==> src/rtl/asp_pkg.sv <==
package asp_pkg;
    localparam logic [7:0] OFS_RIGHT = 8'h48;
    localparam logic [7:0] OFS_LEFT  = 8'h4C;
    localparam logic [7:0] OFS_DIV   = 8'h50;
    localparam logic [7:0] OFS_MODE  = 8'h54;

    localparam int MB_MASTER = 0;
    localparam int MB_WS_EN  = 2;
    localparam int MB_RISE   = 3;
    localparam int MB_FALL   = 4;
    localparam int MB_WORD   = 5;

    typedef struct packed {
        logic master;
        logic ws_en;
        logic on_rise;
        logic on_fall;
        logic on_word;
    } mode_t;
endpackage

==> src/rtl/asp_bit_timer.sv <==
module asp_bit_timer #(
    parameter int DIV_W = 8,
    parameter int PH_W  = 6
) (
    input  logic             clk,
    input  logic             rst_n,
    input  logic             run,
    input  logic             restart,
    input  logic [DIV_W-1:0] div,
    output logic [PH_W-1:0]  ph_q,
    output logic [PH_W-1:0]  ph_d,
    output logic             tick
);
    typedef struct packed {
        logic [DIV_W-1:0] pre;
        logic [PH_W-1:0]  ph;
    } tmr_t;

    tmr_t cur_q, nxt_d;
    logic hit;

    always_comb begin
        nxt_d = cur_q;
        hit   = run && (cur_q.pre == div);
        if (restart) begin
            nxt_d = '0;
        end else if (run) begin
            if (hit) begin
                nxt_d.pre = '0;
                nxt_d.ph  = cur_q.ph + 1'b1;
            end else begin
                nxt_d.pre = cur_q.pre + 1'b1;
            end
        end
    end

    always_ff @(posedge clk or negedge rst_n) begin
        if (!rst_n) cur_q <= '0;
        else        cur_q <= nxt_d;
    end

    assign ph_q = cur_q.ph;
    assign ph_d = nxt_d.ph;
    assign tick = hit && !restart;
endmodule

==> src/rtl/asp_frame_shifter.sv <==
module asp_frame_shifter #(
    parameter int FRAME_W = 32,
    parameter int PH_W    = 6
) (
    input  logic               clk,
    input  logic               rst_n,
    input  logic               restart,
    input  logic               tick,
    input  logic [PH_W-1:0]    ph_q,
    input  logic [FRAME_W-1:0] frame_in,
    output logic               sdata
);
    logic [FRAME_W-1:0] sh_q, sh_d;
    logic load, shift;

    always_comb begin
        load  = restart || (tick && (ph_q == '1));
        shift = tick && ph_q[0];
        sh_d  = sh_q;
        if (load)       sh_d = frame_in;
        else if (shift) sh_d = {sh_q[FRAME_W-2:0], 1'b0};
    end

    always_ff @(posedge clk or negedge rst_n) begin
        if (!rst_n) sh_q <= '0;
        else        sh_q <= sh_d;
    end

    assign sdata = sh_q[FRAME_W-1];
endmodule

==> src/rtl/asp_strobe_irq.sv <==
module asp_strobe_irq #(
    parameter int PH_W = 6
) (
    input  logic            clk,
    input  logic            rst_n,
    input  logic            master,
    input  logic            sel_rise,
    input  logic            sel_fall,
    input  logic            sel_word,
    input  logic            ws_ext,
    input  logic            tick,
    input  logic [PH_W-1:0] ph_d,
    output logic            ws_q,
    output logic            irq_q
);
    localparam int SLOT_W = 1 << (PH_W - 2);
    localparam logic [PH_W-2:0] HI_FIRST = (PH_W-1)'(SLOT_W - 1);
    localparam logic [PH_W-2:0] HI_LAST  = (PH_W-1)'(2 * SLOT_W - 2);

    typedef struct packed {
        logic sync;
        logic ws;
        logic irq;
    } st_t;

    st_t s_q, s_d;
    logic [PH_W-2:0] slot_idx;
    logic ws_int, ev_rise, ev_fall, ev_word;

    always_comb begin
        slot_idx = ph_d[PH_W-1:1];
        ws_int   = (slot_idx >= HI_FIRST) && (slot_idx <= HI_LAST);
        s_d.sync = ws_ext;
        s_d.ws   = master ? ws_int : s_q.sync;
        ev_rise  = s_d.ws && !s_q.ws;
        ev_fall  = !s_d.ws && s_q.ws;
        ev_word  = master ? (tick && (ph_d[PH_W-2:0] == '0)) : (s_d.ws != s_q.ws);
        s_d.irq  = (ev_rise && sel_rise) || (ev_fall && sel_fall) || (ev_word && sel_word);
    end

    always_ff @(posedge clk or negedge rst_n) begin
        if (!rst_n) s_q <= '0;
        else        s_q <= s_d;
    end

    assign ws_q  = s_q.ws;
    assign irq_q = s_q.irq;
endmodule

==> src/rtl/audio_serial_port.sv <==
module audio_serial_port #(
    parameter int SLOT_W    = 16,
    parameter int DIV_W     = 8,
    parameter int DIV_RESET = 8
) (
    input  logic              clk,
    input  logic              rst_n,
    input  logic              reg_wr,
    input  logic [7:0]        reg_addr,
    input  logic [SLOT_W-1:0] reg_wdata,
    output logic [SLOT_W-1:0] reg_rdata,
    input  logic              ws_i,
    output logic              sclk_o,
    output logic              ws_o,
    output logic              sdata_o,
    output logic              irq_o
);
    import asp_pkg::*;

    localparam int FRAME_W = 2 * SLOT_W;
    localparam int PH_W    = $clog2(4 * SLOT_W);

    typedef struct packed {
        logic [SLOT_W-1:0] left;
        logic [SLOT_W-1:0] right;
        logic [DIV_W-1:0]  div;
        mode_t             mode;
    } regs_t;

    regs_t regs_q, regs_d;
    logic restart;
    logic [PH_W-1:0] ph_q, ph_d;
    logic tick, ws_lvl;
    logic master_q, ws_en_q, word_q;

    always_comb begin
        regs_d  = regs_q;
        restart = reg_wr && (reg_addr == OFS_DIV);
        if (reg_wr) begin
            unique case (reg_addr)
                OFS_LEFT:  regs_d.left  = reg_wdata;
                OFS_RIGHT: regs_d.right = reg_wdata;
                OFS_DIV:   regs_d.div   = reg_wdata[DIV_W-1:0];
                OFS_MODE: begin
                    regs_d.mode.master  = reg_wdata[MB_MASTER];
                    regs_d.mode.ws_en   = reg_wdata[MB_WS_EN];
                    regs_d.mode.on_rise = reg_wdata[MB_RISE];
                    regs_d.mode.on_fall = reg_wdata[MB_FALL];
                    regs_d.mode.on_word = reg_wdata[MB_WORD];
                end
                default: ;
            endcase
        end
    end

    always_ff @(posedge clk or negedge rst_n) begin
        if (!rst_n) begin
            regs_q     <= '0;
            regs_q.div <= DIV_W'(DIV_RESET);
        end else begin
            regs_q <= regs_d;
        end
    end

    asp_bit_timer #(.DIV_W(DIV_W), .PH_W(PH_W)) u_timer (
        .clk(clk), .rst_n(rst_n), .run(regs_q.mode.master), .restart(restart),
        .div(regs_q.div), .ph_q(ph_q), .ph_d(ph_d), .tick(tick)
    );

    asp_frame_shifter #(.FRAME_W(FRAME_W), .PH_W(PH_W)) u_shift (
        .clk(clk), .rst_n(rst_n), .restart(restart), .tick(tick), .ph_q(ph_q),
        .frame_in({regs_q.left, regs_q.right}), .sdata(sdata_o)
    );

    asp_strobe_irq #(.PH_W(PH_W)) u_evt (
        .clk(clk), .rst_n(rst_n), .master(regs_q.mode.master),
        .sel_rise(regs_q.mode.on_rise), .sel_fall(regs_q.mode.on_fall),
        .sel_word(regs_q.mode.on_word), .ws_ext(ws_i), .tick(tick), .ph_d(ph_d),
        .ws_q(ws_lvl), .irq_q(irq_o)
    );

    assign master_q  = regs_q.mode.master;
    assign ws_en_q   = regs_q.mode.ws_en;
    assign word_q    = regs_q.mode.on_word;
    assign sclk_o    = master_q && ph_q[0];
    assign ws_o      = ws_en_q && ws_lvl;
    assign reg_rdata = (reg_addr == OFS_DIV) ? {{(SLOT_W-2){1'b0}}, ~ws_lvl, ws_lvl} : '0;
endmodule

==> config.mk <==
export PLATFORM = sky130hd
export DESIGN_NAME = audio_serial_port
export DESIGN_NICKNAME = d
export VERILOG_FILES = /design/src/rtl/asp_pkg.sv /design/src/rtl/asp_bit_timer.sv /design/src/rtl/asp_frame_shifter.sv /design/src/rtl/asp_strobe_irq.sv /design/src/rtl/audio_serial_port.sv
export SDC_FILE = /design/constraint.sdc
export NUM_CORES = 1
export LEC_CHECK = 0
export CELL_PAD_IN_SITES_DETAIL_PLACEMENT = 1
export CELL_PAD_IN_SITES_GLOBAL_PLACEMENT = 1
export CORE_MARGIN = 2
export CORE_UTILIZATION = 48
export CTS_CLUSTER_DIAMETER = 120
export CTS_CLUSTER_SIZE = 14
export DETAILED_ROUTE_END_ITERATION = 8
export PLACE_DENSITY_LB_ADDON = 0.1
export SETUP_SLACK_MARGIN = 0.3
export SLEW_MARGIN = 20
export SYNTH_ARGS = -nofsm -noshare
export SYNTH_HDL_FRONTEND = slang
export SYNTH_SLANG_ARGS = --single-unit
==> constraint.sdc <==
create_clock -name clk -period 5.3 [get_ports clk]
set_input_delay 0.795 -clock clk [delete_from_list [all_inputs] [get_ports clk]]
set_output_delay 0.795 -clock clk [all_outputs]
set_load 0.005 [all_outputs]
**Word-level counts from Yosys, hierarchy flattened**

Cells that the tools add are included.

- Register bits: 94
- Input bits: 28
- Output and inout bits: 20

- $add $sub $neg: 2
- $lt $le $gt $ge: 2
- Equal/unequal tests: 7
- Mux-type cells: 9
- Bitwise logic cells: 1
- Reduce and logical (&&, ||, !) cells: 27

Operators with widths:

| operator | number |
|---|---|
| $mux W32 | 2 |
| $eq A8 B7 Y1 const B | 4 |
| $mux W14 | 2 |
| $logic_and A1 B1 Y1 | 14 |
| $add A8 B1 Y8 const B | 1 |
| $eq A8 B8 Y1 | 1 |
| $mux W8 | 1 |
| $reduce_and A2 Y1 | 4 |
| $add A6 B1 Y6 const B | 1 |
| $eq A6 B6 Y1 const B | 1 |
| $mux W6 | 1 |
| $ge A5 B4 Y1 const B | 1 |
| $le A5 B5 Y1 const B | 1 |
| $logic_not A5 Y1 | 1 |
| $reduce_bool A2 Y1 | 2 |
| $logic_not A1 Y1 | 3 |
| $logic_or A1 B1 Y1 | 3 |
| $mux W1 | 2 |
| $mux W2 | 1 |
| $ne A1 B1 Y1 | 1 |
| $not A1 Y1 | 1 |

**Logic depth before layout (Yosys ltp)**

Gate-level depths: netlist (run 1).

- Depth in word-level cells: 13
- Mapped depth: 13
- Depth with buffers taken out: 13

**Hierarchy**

From an unflattened synthesis (run 1), not the netlist that was laid out.

- Cell total of the unflattened synthesis: 344
- Area, all modules: 4824.6 µm²

By module, submodules not included:

| module | instances | cells an instance | area an instance (µm²) | sequential area each (µm²) |
|---|---|---|---|---|
| audio_serial_port | 1 | 121 | 1989.4 | 1127.3 |
| asp_frame_shifter | 1 | 106 | 1715.4 | 800.8 |
| asp_bit_timer | 1 | 101 | 947.2 | 350.3 |
| asp_strobe_irq | 1 | 16 | 172.7 | 75.1 |

**Worst setup path after synthesis (run 1)**

No wires, ideal clock.

- Path kind: in2reg
- Start point: input port reg_addr[5]
- End point: register u_evt.s_q, in the netlist u_evt.irq_q
- Setup time: 0.120 ns
- Arrival time: 2.819 ns
- Path slack: 2.360 ns
- Stages: 13
- Cells stage by stage: nor4b_1 -> nand3_1 -> and2_1 -> mux2i_1 -> nor4_2 -> xor2_1 -> a21oi_1 -> ha_1 -> nand2b_1 -> a21oi_1 -> a21oi_1 -> o21ai_0 -> a41o_1

RTL lines:

| element | line | RTL |
|---|---|---|
| start: declaration | audio_serial_port.sv:9 | `input logic [7:0] reg_addr,` |
| end signal: assignment | asp_strobe_irq.sv:42 | `if (!rst_n) s_q <= '0;` |
| end signal: assignment | asp_strobe_irq.sv:43 | `else s_q <= s_d;` |
| end: declaration | asp_strobe_irq.sv:26 | `st_t s_q, s_d;` |

==> impl_metrics.tcl, run 1 <==
set metrics [dict create \
    syn_area_um2 4310 \
    final_area_um2 4890 \
    setup-violations-final 0 \
    synth_area_per_cell_um2 11.1 \
    grt_usage_pct 19.1 \
    grt-ovfl-total 0 \
    fp-row-count 34 \
    die_w_um 98.7 \
    worstSetupPathType "input pin to flip-flop" \
    cts.clk_slew.worst_paths_ps 100 \
    cap_violations 0 \
    r2r_cells 13 \
    hold_viol 0 \
    min_path_type "input pin to asynchronous set/reset pin" \
    finalMaxSlewViolations 0 \
    finalCriticalPeriod_ps 3770 \
    tritoncts "built" \
    max_freq_mhz 266 \
    grt_pass1_vias 3033 \
    core_area_um2 8720 \
    run_status "complete, no violations" \
    die_area_um2 9750 \
    synthFlopType "dfrtp_1" \
    worst_setup_path_end_kind "flip-flop" \
    netlist_instances 389 \
    fin_nets 449 \
    dp_hpwl_um 5730 \
    wl_um 8620 \
    fp.dieH_um 98.7 \
    worst_pin_slew_ps 1050 \
    postCtsResizedCells 0 \
    viasPerCell 5.36 \
    timing.rr.end "u_evt.irq_q" \
    start_kind "input pin" \
    seq_area_frac_synth_pct 54.6 \
    io_buffer_count 33 \
    worstPathMaxFanout 13 \
    ys_ff_latch 94 \
    drt_iter0_markers 81 \
    cts_hold_buffers 0 \
    insertion_delay_ps 360 \
    synth_cell_types 37 \
    gp_congestion 0.761 \
    grt_max_degree 65 \
    drt-pass1-iter-count 4 \
    power_mw 1.68 \
    antenna_found_initial 0 \
    final_cell_mix "dfrtp_1, nor2_1, mux2_2, nand2_1, a21oi_1" \
    cts_made_buffers 9 \
    layout.cells.non_filler 531 \
    layout_commonest_cell "dfrtp_1" \
    root_buffer "clkbuf_8" \
    clockBufferDepth 2 \
    clock_skew_ps 12.6 \
    setup_tns_ps 0 \
    drive_above_1_share_pct 14.7 \
    r2r_slack_ps 1900 \
    fillers 950 \
    syn2layout_area_growth_pct 13.6 \
    placed_cell_area_um2 4690 \
    rsz0062_at_grt "false" \
    ys_warn_count 0 \
    vdd_drop_max_uv 200 \
    vias 2846 \
    maxSlewHeadroom_pct 29.9 \
    async_reset_ff_share_pct 100 \
    ant_nets 0 \
    crit_start "reg_addr[1]" \
    ios 48 \
    post_cts_buffers 0 \
    clock_sinks 94 \
    post-route-drc-count 0 \
    power.leakage_nw 2.41 \
    worstPathRequired_ps 5550 \
    initial_core_util_pct 49.4 \
    htreeDepth 3 \
    synth_edf_count 0 \
    crit_arrival_ps 4010 \
    diodes 0 \
    p_per_area_nw_per_um2 344 \
    grt_pass1_wl_um 14700 \
    wl_per_cell_um 16.2 \
    period_share_pct 71.1 \
    dp.cells 515 \
    rr_startpoint "u_timer.cur_q[7]" \
]
## report_power, final
group          switching (mW)  leakage, nW  internal, mW
Combinational           0.145         1.18         0.144
Clock                   0.266        0.102         0.226
Sequential             0.0843         1.13         0.817
## worst max-delay path, cell delays in order
cell	delay (ps)
clkdlybuf4s50_1	430
nor4b_1	420
nand3_1	450
and2_1	320
mux2i_1	230
nor4_2	90
xor2_1	270
a21oi_1	120
ha_1	280
nand2b_1	110
a21oi_1	70
a21oi_1	120
o21ai_0	90
a41o_1	210
## worst max path at each step
stage / end / slack [ps]
6_report: u_evt.irq_q / 1530
5_1_grt: u_evt.irq_q / 1230
4_1_cts: u_evt.irq_q / 1510
3_3_place_gp: u_evt.irq_q / 1410
3_5_place_dp: u_evt.irq_q / 1150
2_1_floorplan: u_evt.irq_q / 2360
## cells by family after synthesis
kind of cell | after synthesis | synth area share, %
other | 1 | 0.0871
xor gates and xnor gates | 16 | 3.25
adders and majority gates | 3 | 0.872
and+or+nand+nor | 117 | 13.1
buffers and inverters | 37 | 4.45
muxes | 69 | 17.1
DFF | 94 | 54.6
AOI/OAI and AO/OA | 52 | 6.48
## flip-flops by register name (all words and copies together), names as in the netlist
register	flops
u_shift.sh_q	32
u_timer.ph_q	6
u_evt.s_q	1
ws_en_q	1
u_timer.cur_q	8
regs_q	42
word_q	1
u_evt.ws_q	1
u_evt.irq_q	1
master_q	1
## stage by stage
stage / hold WS, ps / setup WS [ps] / utilization [%]
3_3_place_gp: 465 / 1410 / 53.8
4_1_cts: 353 / 1510 / 56.1
5_1_grt: 360 / 1230 / 56.1
3_5_place_dp: 475 / 1150 / 53.8
2_1_floorplan: 446 / 2360 / -
6_report: 353 / 1530 / 56.1
## cell type report
cell class / instances / area, um2 / area share (%)
clock buffers: 10 / 128 / 2.61
clock inverters: 6 / 73.8 / 1.51
inverters: 7 / 26.3 / 0.537
multi-input cells: 271 / 1830 / 37.5
flip-flops and latches: 94 / 2350 / 48.1
well taps: 108 / 135 / 2.76
repair buffers: 35 / 343 / 7.01
## per-layer routing
layer | up-vias | wire [um] | global-route usage (%)
met5 | - | 0 | 0
met4 | 0 | 94 | 5.58
met3 | 7 | 220 | 3.97
met2 | 40 | 4500 | 34.0
met1 | 1430 | 3810 | 23.7
li1 | 1369 | - | -
## synthesized netlist by cell type (2+ instances only)
| cell | number | share of area, % |
|---|---|---|
| a21oi_1 | 35 | 4.1 |
| a41oi_1 | 2 | 0.41 |
| and2_1 | 5 | 0.73 |
| and3_1 | 4 | 0.58 |
| and4b_1 | 2 | 0.46 |
| buf_1 | 3 | 0.26 |
| buf_4 | 14 | 2.4 |
| clkbuf_1 | 13 | 1.1 |
| dfrtp_1 | 93 | 54 |
| ha_1 | 3 | 0.87 |
| inv_1 | 7 | 0.61 |
| mux2_2 | 37 | 9.7 |
| mux2i_1 | 32 | 7.4 |
| nand2_1 | 36 | 3.1 |
| nand3_1 | 8 | 0.93 |
| nand3b_1 | 2 | 0.35 |
| nand4b_1 | 3 | 0.61 |
| nor2_1 | 44 | 3.8 |
| nor3b_1 | 2 | 0.35 |
| nor4_1 | 3 | 0.44 |
| o21ai_0 | 11 | 1.3 |
| xnor2_1 | 13 | 2.6 |
| xor2_1 | 3 | 0.61 |
(Power assumes the default switching activity.)
==> inputs of run 2 (changes only) <==
--- a/config.mk
+++ b/config.mk
@@ -8,7 +8,7 @@
 export CELL_PAD_IN_SITES_DETAIL_PLACEMENT = 1
 export CELL_PAD_IN_SITES_GLOBAL_PLACEMENT = 1
 export CORE_MARGIN = 2
-export CORE_UTILIZATION = 48
+export CORE_UTILIZATION = 45
 export CTS_CLUSTER_DIAMETER = 120
 export CTS_CLUSTER_SIZE = 14
 export DETAILED_ROUTE_END_ITERATION = 8
==> constraint.sdc (replaced) <==
create_clock -name clk -period 3.9 [get_ports clk]
set_input_delay 0.585 -clock clk [delete_from_list [all_inputs] [get_ports clk]]
set_output_delay 0.585 -clock clk [all_outputs]
set_load 0.005 [all_outputs]
==> run 2 against run 1 <==
Against the previous run:
- core utilization shrank 2.8 points
- sequential cell count stayed put
- register-to-register slack got worse by 1100 ps
- combinational power is 36% higher
- clock power up 26%
- die area grew 6.4%
- sequential power grew 35%
- sequential share of layout area decreased by 0.57 points
- setup slack worse by 780 ps
- highest routed layer unchanged
==> impl_metrics.tcl, run 2 (synthesized netlist as in run 1, its figures left out) <==
set metrics [dict create \
    worstPathMaxFanout 8 \
    worst_pin_slew_ps 961 \
    core_area_um2 9280 \
    insertion_delay_ps 360 \
    run_status "complete, no violations" \
    reg_top3 "regs_q (42), u_shift.sh_q (32), u_timer.cur_q (8)" \
    seq_area_um2 2350 \
    vias 2849 \
    die_area_um2 10400 \
    holdWs_ps 365 \
    drt-pass1-iter-count 4 \
    postCtsResizedCells 0 \
    hold_viol 0 \
    finalCriticalPeriod_ps 3140 \
    grt-ovfl-total 0 \
    htreeDepth 3 \
    grt_pass1_wl_um 15000 \
    final_area_um2 4950 \
    setup-violations-final 0 \
    worstSetupPathType "flip-flop to flip-flop" \
    grt_pass1_vias 3034 \
    placed_cell_area_um2 4760 \
    regMostFlops "regs_q" \
    syn2layout_area_growth_pct 14.9 \
    wl_per_cell_um 15.7 \
    tritoncts "built" \
    initial_core_util_pct 46.4 \
    postLayoutCoreUtil_pct 53.3 \
    gp_congestion 0.739 \
    ios 48 \
    max_freq_mhz 318 \
    worstPathRequired_ps 4160 \
    grt_usage_pct 18.5 \
    setup_tns_ps 0 \
    antenna_found_initial 0 \
    layout_commonest_cell "dfrtp_1" \
    clock_skew_ps 12.5 \
    post_cts_buffers 0 \
    multiInputGateArea_um2 1830 \
    power_mw 2.24 \
    wl_um 8770 \
    vdd_drop_max_uv 289 \
    io_buffer_count 33 \
    min_path_type "input pin to asynchronous set/reset pin" \
    power.leakage_nw 2.43 \
    final_cell_mix "dfrtp_1, nor2_1, mux2_2, nand2_1, a21oi_1" \
    diodes 0 \
    clockBufferDepth 2 \
    p_per_area_nw_per_um2 452 \
    viasPerCell 5.11 \
    largest_reg_flops 42 \
    start_kind "flip-flop" \
    cts.clk_slew.worst_paths_ps 100 \
    period_share_pct 80.5 \
    post-route-drc-count 0 \
    fillers 1018 \
    worst_setup_path_end_kind "flip-flop" \
    rsz0062_at_grt "false" \
    cts_hold_buffers 0 \
    crit_arrival_ps 3400 \
    fp-row-count 35 \
    cap_violations 0 \
    die_w_um 102 \
    fin_nets 455 \
    finalMaxSlewViolations 0 \
    drive_above_1_share_pct 16.1 \
    grt_max_degree 78 \
    clock_sinks 94 \
    maxSlewHeadroom_pct 35.9 \
    cts_made_buffers 9 \
    root_buffer "clkbuf_8" \
    ant_nets 0 \
    fp.dieH_um 102 \
    drt_iter0_markers 53 \
    dp_hpwl_um 5990 \
]
==> run 2: cell types whose count changed in the layout (fill, tap and decap cells not counted), sizes merged <==
cell	before	now
buf	3	9
clkinvlp	0	1
clkinv	1	3
clkbuf	10	9
inv	11	10
bufinv	1	0
==> run 2: worst max-delay path: stages, from the launching register on <==
cell and delay [ps]:
dfrtp_1 530, ha_1 310, inv_1 60, nor4_1 380, xnor2_1 180, nor4_2 310, xor2_1 270, a21oi_1 110
ha_1 280, nand2b_1 90, a21oi_1 60, a21oi_1 120, o21ai_0 110, a41o_1 210
==> run 2: metal layers <==
| metal | global-route usage, % | up-vias | wire [um] |
|---|---|---|---|
| li1 | - | 1383 | - |
| met2 | 30.7 | 38 | 4350 |
| met1 | 24.7 | 1419 | 4110 |
| met3 | 4.10 | 9 | 209 |
| met4 | 4.82 | 0 | 91 |
| met5 | 0 | - | 0 |
==> run 2: cell type report <==
class	count	area share (%)
flip-flops and latches	94	47.5
clock buffers	9	2.50
well taps	129	3.26
inverters	7	0.531
multi-input cells	271	37.0
clock inverters	7	1.31
repair buffers	41	7.84
==> run 2: final timing paths <==
| kind | startpoint | endpoint | slack (ps) | cells past startpoint |
|---|---|---|---|---|
| worst max-delay path | u_timer.ph_q[0] | u_evt.irq_q | 760 | 13 |
| worst min-delay path | rst_n | regs_q[44] | 360 | 1 |
| worst max register to register | u_timer.ph_q[0] | u_evt.irq_q | 760 | 13 |
| worst min register to register | regs_q[8] | regs_q[8] | 480 | 2 |
| max in group asynchronous | rst_n | u_timer.cur_q[9] | 2710 | 2 |
| min in group clk | regs_q[8] | regs_q[8] | 480 | 2 |
==> run 2: per-stage QoR <==
step           worst slack, ps  cells
2_1_floorplan             1100    402
3_3_place_gp               577    542
3_5_place_dp               403    542
4_1_cts                    779    558
5_1_grt                    503    558
6_report                   759    558
==> run 2: report_power, final <==
| part | internal (mW) | switching [mW] | leakage [nW] |
|---|---|---|---|
| Combinational | 0.197 | 0.196 | 1.20 |
| Sequential | 1.11 | 0.114 | 1.13 |
| Clock | 0.246 | 0.375 | 0.0938 |
| Total | 1.55 | 0.685 | 2.43 |
